### src/rtl/hz_pkg.sv
package hz_pkg;

    localparam int OPC_W = 4;
    localparam int RID_W = 4;

    localparam logic [OPC_W-1:0] OPC_LOAD = 4'h5;
    localparam logic [OPC_W-1:0] OPC_JUMP = 4'h7;
    localparam logic [OPC_W-1:0] OPC_RET  = 4'h9;
    localparam logic [OPC_W-1:0] OPC_POP  = 4'hB;

    localparam logic [RID_W-1:0] RID_NONE = '1;

    // Hazard conditions found in one cycle.
    typedef struct packed {
        logic load_use;
        logic ret_flight;
        logic mispredict;
    } hz_flags_t;

    // Requests sent to the pipeline registers.
    typedef struct packed {
        logic f_stall;
        logic d_stall;
        logic d_bubble;
        logic e_bubble;
    } pipe_ctl_t;

    function automatic logic writes_from_mem(input logic [OPC_W-1:0] opc);
        return (opc == OPC_LOAD) || (opc == OPC_POP);
    endfunction

    function automatic logic rid_hit(input logic [RID_W-1:0] a,
                                     input logic [RID_W-1:0] b);
        return (a != RID_NONE) && (a == b);
    endfunction

endpackage

### src/rtl/hz_src_match.sv
module hz_src_match
    import hz_pkg::*;
#(
    parameter int NUM_SRC = 2
) (
    input  logic [RID_W-1:0]              dst,
    input  logic [NUM_SRC-1:0][RID_W-1:0] srcs,
    output logic                          hit
);
    logic [NUM_SRC-1:0] per_src;

    for (genvar i = 0; i < NUM_SRC; i++) begin : g_cmp
        assign per_src[i] = rid_hit(dst, srcs[i]);
    end

    assign hit = |per_src;
endmodule

### src/rtl/hz_detect.sv
module hz_detect
    import hz_pkg::*;
#(
    parameter int NUM_SRC     = 2,
    parameter int NUM_RET_STG = 3
) (
    input  logic [NUM_RET_STG-1:0][OPC_W-1:0] watch_opc,
    input  logic [OPC_W-1:0]                  exe_opc,
    input  logic [RID_W-1:0]                  exe_dst_mem,
    input  logic [NUM_SRC-1:0][RID_W-1:0]     dec_srcs,
    input  logic                              exe_cond,
    output hz_flags_t                         flags
);
    logic               src_hit;
    logic [NUM_RET_STG-1:0] ret_at;

    hz_src_match #(.NUM_SRC(NUM_SRC)) u_match (
        .dst  (exe_dst_mem),
        .srcs (dec_srcs),
        .hit  (src_hit)
    );

    for (genvar s = 0; s < NUM_RET_STG; s++) begin : g_ret
        assign ret_at[s] = (watch_opc[s] == OPC_RET);
    end

    always_comb begin
        flags.load_use   = writes_from_mem(exe_opc) && src_hit;
        flags.ret_flight = |ret_at;
        flags.mispredict = (exe_opc == OPC_JUMP) && !exe_cond;
    end
endmodule

### src/rtl/hz_resolve.sv
module hz_resolve
    import hz_pkg::*;
(
    input  hz_flags_t flags,
    output pipe_ctl_t ctl
);
    always_comb begin
        ctl.f_stall  = flags.load_use || flags.ret_flight;
        ctl.d_stall  = flags.load_use;
        // load-use wins over the return squash: decode holds instead
        ctl.d_bubble = flags.mispredict ||
                       (flags.ret_flight && !flags.load_use);
        ctl.e_bubble = flags.mispredict || flags.load_use;
    end
endmodule

### src/rtl/hazard_ctrl.sv
module hazard_ctrl
    import hz_pkg::*;
(
    input  logic [3:0] d_opc,
    input  logic [3:0] e_opc,
    input  logic [3:0] m_opc,
    input  logic [3:0] e_dst_mem,
    input  logic [3:0] d_src_a,
    input  logic [3:0] d_src_b,
    input  logic       e_cond,
    output logic       f_stall,
    output logic       d_stall,
    output logic       d_bubble,
    output logic       e_bubble
);
    localparam int NUM_SRC     = 2;
    localparam int NUM_RET_STG = 3;

    logic [NUM_RET_STG-1:0][OPC_W-1:0] watch_opc;
    logic [NUM_SRC-1:0][RID_W-1:0]     dec_srcs;
    hz_flags_t                         flags;
    pipe_ctl_t                         ctl;

    assign watch_opc = {m_opc, e_opc, d_opc};
    assign dec_srcs  = {d_src_b, d_src_a};

    hz_detect #(.NUM_SRC(NUM_SRC), .NUM_RET_STG(NUM_RET_STG)) u_detect (
        .watch_opc   (watch_opc),
        .exe_opc     (e_opc),
        .exe_dst_mem (e_dst_mem),
        .dec_srcs    (dec_srcs),
        .exe_cond    (e_cond),
        .flags       (flags)
    );

    hz_resolve u_resolve (
        .flags (flags),
        .ctl   (ctl)
    );

    assign f_stall  = ctl.f_stall;
    assign d_stall  = ctl.d_stall;
    assign d_bubble = ctl.d_bubble;
    assign e_bubble = ctl.e_bubble;
endmodule

### config.mk
export PLATFORM = sky130hd
export DESIGN_NAME = hazard_ctrl
export DESIGN_NICKNAME = d
export VERILOG_FILES = /design/src/rtl/hz_pkg.sv /design/src/rtl/hz_src_match.sv /design/src/rtl/hz_detect.sv /design/src/rtl/hz_resolve.sv /design/src/rtl/hazard_ctrl.sv
export SDC_FILE = /design/constraint.sdc
export NUM_CORES = 1
export LEC_CHECK = 0
export ABC_AREA = 1
export BUFFER_PORTS_ARGS = -buffer_cell sky130_fd_sc_hd__buf_2
export CORE_AREA = 3 3 40 42
export DETAILED_ROUTE_END_ITERATION = 7
export DIE_AREA = 0 0 43 45
export PLACE_DENSITY = 0.67
export SYNTH_ARGS = -nofsm -noshare
export SYNTH_HDL_FRONTEND = slang
export SYNTH_HIERARCHICAL = 1
export SYNTH_SLANG_ARGS = --single-unit
### constraint.sdc
create_clock -name vclk -period 0.8
set_input_delay 0.12 -clock vclk [all_inputs]
set_output_delay 0.12 -clock vclk [all_outputs]
set_load 0.01 [all_outputs]
==> impl_metrics.tcl, run 1 <==
set metrics [dict create \
    route.detailed.drc 0 \
    seq_total_area_yosys 0 \
    grt_setup_unrepaired "yes" \
    holdCritPathClass "in2out" \
    fin_worst_hold_slack_ns 0.5970 \
    post-synth-top-area-cell "nand2_1" \
    critPathMaxStageDelay_ns 0.19 \
    std_cell_rows 13 \
    hold_viol_final 0 \
    clockBufferCount 0 \
    final.period_utilization 1.481 \
    layout.nets 129 \
    final_max_slew_viol_count 0 \
    start_util 0.2288 \
    globalplace.congestion 0.6883 \
    critical_path.cell_chain "buf_8 > inv_8 > nand2_2 > nand2_2 > nor2_1 > nand3_1 > nand2_1 > inv_1 > a21oi_2 > buf_4 > or2_1 > buf_2" \
    grt_start_max_net_pins 5 \
    chipHeight_um 45 \
    final_critical_path_setup_slack_ns -0.3850 \
    setup_viol 4 \
    total_inserted_antenna_cells 0 \
    power.density_cell_area_nw_per_um2 456.8 \
    max_slew_margin 0.9274 \
    post_synth_main_area_contributors "nand2_1, inv_1, nor2_1, nand3_1, a21oi_2" \
    avgRoutedWirePerCell_um 7.778 \
    synth.most_common_cell "nand2_1" \
    grt.total_usage 0.08624 \
    finish.utilization 0.4722 \
    yosys.cell_types.count 10 \
    critical-path-top-cell-by-count "nand2_2" \
    io_buffer_count 29 \
    worstSetupStartpointType "input port" \
    finalWirelength_um 910 \
    synth_commonest_cells "nand2_1, inv_1, nor2_1" \
    drtIter0Drc 9 \
    area_delta_synth_final_pct 106.4 \
    dr.pass1.iters 2 \
    routed-via-count 491 \
    worst-path-buf-inv 5 \
    timing.setup.critical_path_class "in2out" \
    worst_pin_slew_ns 0.1085 \
    nFlopsAndLatches 0 \
    grt_remaining_overflow 0 \
    crit_required_ns 0.68 \
    area_of_the_placeable_core_um2 1285 \
    synth.yosys.warnings 6 \
    synthesis.area_per_instance_um2 4.084 \
    critical_path_endpoint_category "primary output" \
    grt_first_pass_wirelength_um 1393 \
    seqCellArea_um2 0 \
    summed_negative_setup_slack_over_all_endpoints_ns -1.333 \
    worst_path_max_delay_cell "or2_1" \
    grt_pass1_vias 395 \
    synth.net_count 97 \
    netlist.area_leader.share 0.4085 \
    io_pins 29 \
    outcome "finished, violations left" \
    max_cap_viol_count 0 \
    vdd.ir_drop.worst_mv 0.1767 \
    cell_class_contributing_the_biggest_share_of_worst_path_delay "buffers and inverters" \
    synthCells 72 \
    place_hpwl_um 788.2 \
    arrival_ns 1.07 \
    violations "negative setup slack" \
    path_max_fanout 4 \
    post_route_cells_drive_above_1_share 0.5196 \
    fin_crit_ns 1.185 \
    postRouteAntennaNets 0 \
    synth_area_um2 294.0 \
    total_leakage_power_uw 0.0003802 \
    die-area_um2 1935 \
    post_route_total_power_uw 277.2 \
    clock.fmax_ghz 0.8439 \
    die_width_um 43 \
    vias_per_cell 4.197 \
    antenna_violations_before_repair 0 \
]
[report_power, final]
| part | internal [uW] | switching (uW) | leakage [uW] |
|---|---|---|---|
| registers | 0 | 0 | 0 |
| logic | 152 | 125 | 0.000380 |
| clock network | 0 | 0 | 0 |
| total | 152 | 125 | 0.000380 |
[metal layers]
| layer | share of wire | GRT usage |
|---|---|---|
| met1 | 0.37 | 0.09286 |
| met2 | 0.59 | 0.1916 |
| met3 | 0.042 | 0.003984 |
| met4 | 0 | 0 |
| met5 | 0 | 0 |
[per-stage QoR]
step / instances / cell area [um^2] / setup slack (ns)
after floorplan: 72 / 326.6 / -0.08265
after global placement: 116 / 490.5 / -0.4429
after detailed placement: 116 / 490.5 / -0.4630
after CTS: 116 / 560.5 / -0.3568
after global routing: 117 / 606.8 / -0.4737
final: 117 / 606.8 / -0.3850
[worst paths after layout]
check | from | endpoint | slack, ns | cells past startpoint
max | e_dst_mem[1] | f_stall | -0.39 | 12
min | e_cond | d_bubble | 0.60 | 5
[what timing repair did]
action,CTS,global route
resized for setup,19,14
setup buffers,0,1
setup endpoints to repair,4,4
gates cloned,0,0
hold buffers,0,0
pin swaps,12,13
[kinds of logic after synthesis]
family	after synthesis	synth area share
and+or+nand+nor	51	0.7022
buffers and inverters	20	0.2681
AOI/OAI and AO/OA	1	0.02979
[final cells by class]
type               instances  area, um^2
fillers                  143       678.2
inverters                 19       101.3
multi-input cells         52       242.7
well taps                 15       18.77
repair buffers            31       244.0
[placed cells by master (no fill, tap or decap)]
cell type  count
nand2_1       21
buf_2         18
nand2_2       11
inv_1         10
nor2_1        10
buf_6          7
nand3_1        6
buf_8          4
inv_4          3
inv_8          3
inv_2          3
buf_4          2
nor2_2         1
a21oi_2        1
nand4_1        1
or2_1          1
No activity file was read; power rests on OpenSTA's default activity.
==> run 2: changes to the inputs <==
Clock period 0.8 ns to 1 ns, I/O delays scaled along.
==> run 2 against run 1 <==
Compared with the run above: the flow still finishes with violations (negative setup slack); worst hold slack improved by 0.040 ns; total power fell by 26%; critical path type unchanged; routed wire length down 5.6%; critical endpoint is now d_bubble.
==> impl_metrics.tcl, run 2 (synthesized netlist as in run 1, its figures left out) <==
set metrics [dict create \
    post_dp_cell_area_um2 450.4 \
    routed-via-count 486 \
    globalplace.congestion 0.7656 \
    seqCellArea_um2 0 \
    drtIter0Drc 5 \
    path_max_fanout 4 \
    final.period_utilization 1.211 \
    nFlopsAndLatches 0 \
    vias_per_cell 4.154 \
    stdcell_area_um2 584.3 \
    place_hpwl_um 750.9 \
    setup_viol 4 \
    area_delta_synth_final_pct 98.72 \
    summed_negative_setup_slack_over_all_endpoints_ns -0.6464 \
    multi_input_area_um2 237.7 \
    post_route_total_power_uw 205.4 \
    commonest_non_fill_non_tap_cell_in_the_layout "nand2_1" \
    final_max_slew_viol_count 0 \
    grt_remaining_overflow 0 \
    antenna_violations_before_repair 0 \
    chipHeight_um 45 \
    hold_viol_final 0 \
    grt_first_pass_wirelength_um 1345 \
    grt_setup_unrepaired "yes" \
    total_leakage_power_uw 0.0003799 \
    crit_required_ns 0.85 \
    timing.setup.critical_path_class "in2out" \
    sw_frac_of_total 0.4345 \
    worstSetupStartpointType "input port" \
    violations "negative setup slack" \
    avgRoutedWirePerCell_um 7.342 \
    holdCritPathClass "in2out" \
    final_cell_mix "nand2_1, buf_2, inv_1, buf_6, nor2_1" \
    max_slew_margin 0.9156 \
    dr.pass1.iters 4 \
    clock.fmax_ghz 0.8260 \
    sequentialPowerShare 0 \
    grt.total_usage 0.08209 \
    fin_worst_hold_slack_ns 0.6373 \
    post_route_cells_drive_above_1_share 0.4706 \
    io_buffer_count 29 \
    die-area_um2 1935 \
    power.density_cell_area_nw_per_um2 351.6 \
    area_of_the_placeable_core_um2 1285 \
    outcome "finished, violations left" \
    total_inserted_antenna_cells 0 \
    layout.nets 129 \
    comb_power_share 1.000 \
    io_pins 29 \
    clockBufferCount 0 \
    vdd.ir_drop.worst_mv 0.1161 \
    grt_pass1_vias 385 \
    fin_crit_ns 1.211 \
    max_cap_viol_count 0 \
    final_critical_path_setup_slack_ns -0.2107 \
    finalWirelength_um 859 \
    std_cell_rows 13 \
    part_of_the_total_power_dissipated_in_the_clock_network 0 \
    holdPathStages 5 \
    fillCellCount 155 \
    die_width_um 43 \
    grt_start_max_net_pins 5 \
    route.detailed.drc 0 \
    postRouteAntennaNets 0 \
    worst_pin_slew_ns 0.1266 \
    arrival_ns 1.06 \
    critical_path_endpoint_category "primary output" \
    switching_power_uw 89.26 \
    start_util 0.2288 \
    internal_power_consumption_uw 116.2 \
]
==> run 2: per-layer routing <==
metal	GRT usage	wire length [um]	up-vias	part of all wire
met3	0	55	0	0.064
li1	-	-	266	-
met4	0	0	0	0
met2	0.1587	471	12	0.55
met5	0	0	-	0
met1	0.1095	332	208	0.39
==> run 2: layout make-up <==
class / count / share of cell area
inverter: 19 / 0.1263
tap: 15 / 0.03212
multi-input combinational: 52 / 0.4069
timing repair buffer: 31 / 0.4347
==> run 2: power groups by stage <==
stage | logic [uW] | clock network [uW] | registers, uW
after CTS | 170 | 0 | 0
final | 205 | 0 | 0
after floorplan | 74.5 | 0 | 0
after detailed placement | 152 | 0 | 0
after global routing | 233 | 0 | 0
after global placement | 148 | 0 | 0
==> run 2: timing repair <==
item / CTS / global route
resized for setup: 12 / 23
hold buffers: 0 / 0
endpoints found under the hold margin: 0 / 0
setup endpoints to repair: 4 / 4
buffers inserted: 1 / 1
pin swaps: 10 / 16
==> run 2: path summary, 6_finish.rpt <==
| path | start | endpoint | slack (ns) |
|---|---|---|---|
| max | e_dst_mem[2] | d_bubble | -0.21 |
| min | e_cond | e_bubble | 0.64 |
==> run 2: critical path: stages <==
cell	delay, ns
buf_8	0.08
inv_2	0.03
nand2_2	0.06
nand2_2	0.05
nor2_2	0.10
nand3_1	0.07
nand2_1	0.06
inv_1	0.04
a21oi_2	0.12
inv_1	0.07
nand2_1	0.06
nand2_1	0.04
buf_2	0.13
==> run 2: metrics by stage <==
step | cells | setup WS [ns] | util
global route | 117 | -0.3167 | 0.4547
detailed placement | 115 | -0.2737 | 0.3505
global placement | 115 | -0.2510 | 0.3505
floorplan | 72 | 0.04090 | -
CTS | 116 | -0.2192 | 0.3905
finish | 117 | -0.2107 | 0.4547
==> run 3: changes to the inputs <==
Settings changed: CELL_PAD_IN_SITES_DETAIL_PLACEMENT from default to 1, CELL_PAD_IN_SITES_GLOBAL_PLACEMENT from default to 1, CORE_AREA 3 3 40 42 to default, CORE_MARGIN from default to 3, CORE_UTILIZATION from default to 18, DIE_AREA 0 0 43 45 to default, MAX_ROUTING_LAYER from default to met4, PLACE_DENSITY 0.67 to 0.9.
==> run 3 against run 2 <==
Compared with the run above: the flow still finishes with violations (negative setup slack); combinational power decreased by 2%; maximum frequency down 1.9%; cell area down 6.6%; total power decreased by 2.3%; utilization shrank 6.9 points; count of clock-buffer cells in the layout is the same; cell count fell by 1.7%; critical endpoint unchanged; via count down 1.2%; highest routed layer unchanged; sequential share of layout area did not move; worst setup slack got worse by 0.023 ns; first-iteration DRC count shrank 80%.
==> impl_metrics.tcl, run 3 (synthesized netlist as in run 1, its figures left out) <==
set metrics [dict create \
    holdCritPathClass "in2out" \
    final_critical_path_setup_slack_ns -0.2341 \
    routed-via-count 480 \
    vias_per_cell 4.174 \
    clockBufferCount 0 \
    io_pins 29 \
    crit_required_ns 0.85 \
    path_max_fanout 4 \
    sw_frac_of_total 0.4779 \
    arrival_ns 1.08 \
    postRouteAntennaNets 0 \
    dpl_worst_slack_ns -0.3077 \
    worst_pin_slew_ns 0.1457 \
    final_max_slew_viol_count 0 \
    grt_first_pass_wirelength_um 1759 \
    antenna_violations_before_repair 0 \
    avgRoutedWirePerCell_um 10.04 \
    place_hpwl_um 1049 \
    max_slew_margin 0.9029 \
    die_width_um 46.42 \
    finish.utilization 0.3855 \
    outcome "finished, violations left" \
    vdd.ir_drop.worst_mv 0.1097 \
    layout.nets 127 \
    startpoint "e_dst_mem[2]" \
    summed_negative_setup_slack_over_all_endpoints_ns -0.6988 \
    nFlopsAndLatches 0 \
    grt.total_usage 0.1108 \
    ctsHoldBuffers 0 \
    area_delta_synth_final_pct 85.53 \
    post_route_cells_drive_above_1_share 0.4700 \
    setup_viol 4 \
    multi_input_area_um2 240.2 \
    critical_path_endpoint_category "primary output" \
    grt_setup_unrepaired "yes" \
    final_cell_mix "nand2_1, buf_2, inv_1, nor2_1" \
    total_inserted_antenna_cells 0 \
    dr.pass1.iters 2 \
    part_of_the_total_power_dissipated_in_the_clock_network 0 \
    violations "negative setup slack" \
    comb_power_share 1.000 \
    grt_start_max_net_pins 5 \
    worstSetupStartpointType "input port" \
    internal_power_consumption_uw 104.7 \
    std_cell_rows 13 \
    die-area_um2 2154 \
    final.period_utilization 1.234 \
    fillCellCount 212 \
    globalplace.congestion 0.6935 \
    drtIter0Drc 1 \
    commonest_non_fill_non_tap_cell_in_the_layout "nand2_1" \
    grt_pass1_vias 484 \
    route.detailed.drc 0 \
    fin_crit_ns 1.234 \
    clock.fmax_ghz 0.8103 \
    io_buffer_count 29 \
    switching_power_uw 95.90 \
    seqCellArea_um2 0 \
    chipHeight_um 46.42 \
    timing.setup.critical_path_class "in2out" \
    area_of_the_placeable_core_um2 1415 \
    sequentialPowerShare 0 \
    grt_remaining_overflow 0 \
    finalWirelength_um 1155 \
    max_cap_viol_count 0 \
    total_leakage_power_uw 0.0003643 \
    endpoint "d_bubble" \
    power.density_cell_area_nw_per_um2 367.8 \
    start_util 0.2078 \
    hold_viol_final 0 \
]
run 3: cell count changes in the layout (fill, tap and decap cells not counted), moves of 2 or more:
cell / previous run / this run
buf_6: 9 / 4
buf_2: 17 / 21
inv_1: 13 / 11
nand2_2: 8 / 6
run 3: routing by layer:
metal	GRT usage	wire, um
met4	0	0
met2	0.2335	675
met5	-	0
met3	0	42
met1	0.1182	438
run 3: how the worst min path moves through the flow:
stage | start | to | slack, ns | cells past startpoint
6_report | e_cond | d_bubble | 0.65 | 5
5_1_grt | e_cond | d_bubble | 0.69 | 5
4_1_cts | e_cond | e_bubble | 0.65 | 5
3_5_place_dp | e_cond | d_bubble | 0.65 | 5
3_3_place_gp | e_cond | d_bubble | 0.65 | 5
2_1_floorplan | e_cond | d_bubble | 0.46 | 3
run 3: through the flow:
step / area [um^2] / instances / hold slack (ns) / power (uW)
after detailed placement: 450.4 / 115 / 0.6533 / 157.8
after global placement: 450.4 / 115 / 0.6473 / 149.0
after floorplan: 294.0 / 72 / 0.4579 / 74.48
after global routing: 545.5 / 115 / 0.6925 / 225.4
final: 545.5 / 115 / 0.6501 / 200.6
after CTS: 489.2 / 115 / 0.6538 / 176.9
run 3: critical path, cell delays in order:
cell and delay, ns:
buf_8 0.09, inv_4 0.03, nand2_2 0.05, nand2_1 0.05
nor2_1 0.10, nand3_1 0.07, nand2_1 0.07, inv_1 0.04
a21oi_2 0.14, inv_1 0.07, nand2_1 0.06, nand2_1 0.04
buf_2 0.13
run 3: cell type report:
type	instances	area share
well taps	15	0.03440
inverters	19	0.1399
multi-input cells	52	0.4404
repair buffers	29	0.3853
run 3: repair_timing:
item	4_1_cts	5_1_grt
endpoints found under the setup margin	4	4
setup buffers	0	0
pin swaps	9	9
gates resized for setup	17	17
gates cloned	0	0
run 3: power groups by stage:
stage / sequential (uW) / clock (uW) / combinational (uW)
after floorplan: 0 / 0 / 74.5
after global placement: 0 / 0 / 149
after detailed placement: 0 / 0 / 158
after CTS: 0 / 0 / 177
after global routing: 0 / 0 / 225
final: 0 / 0 / 201
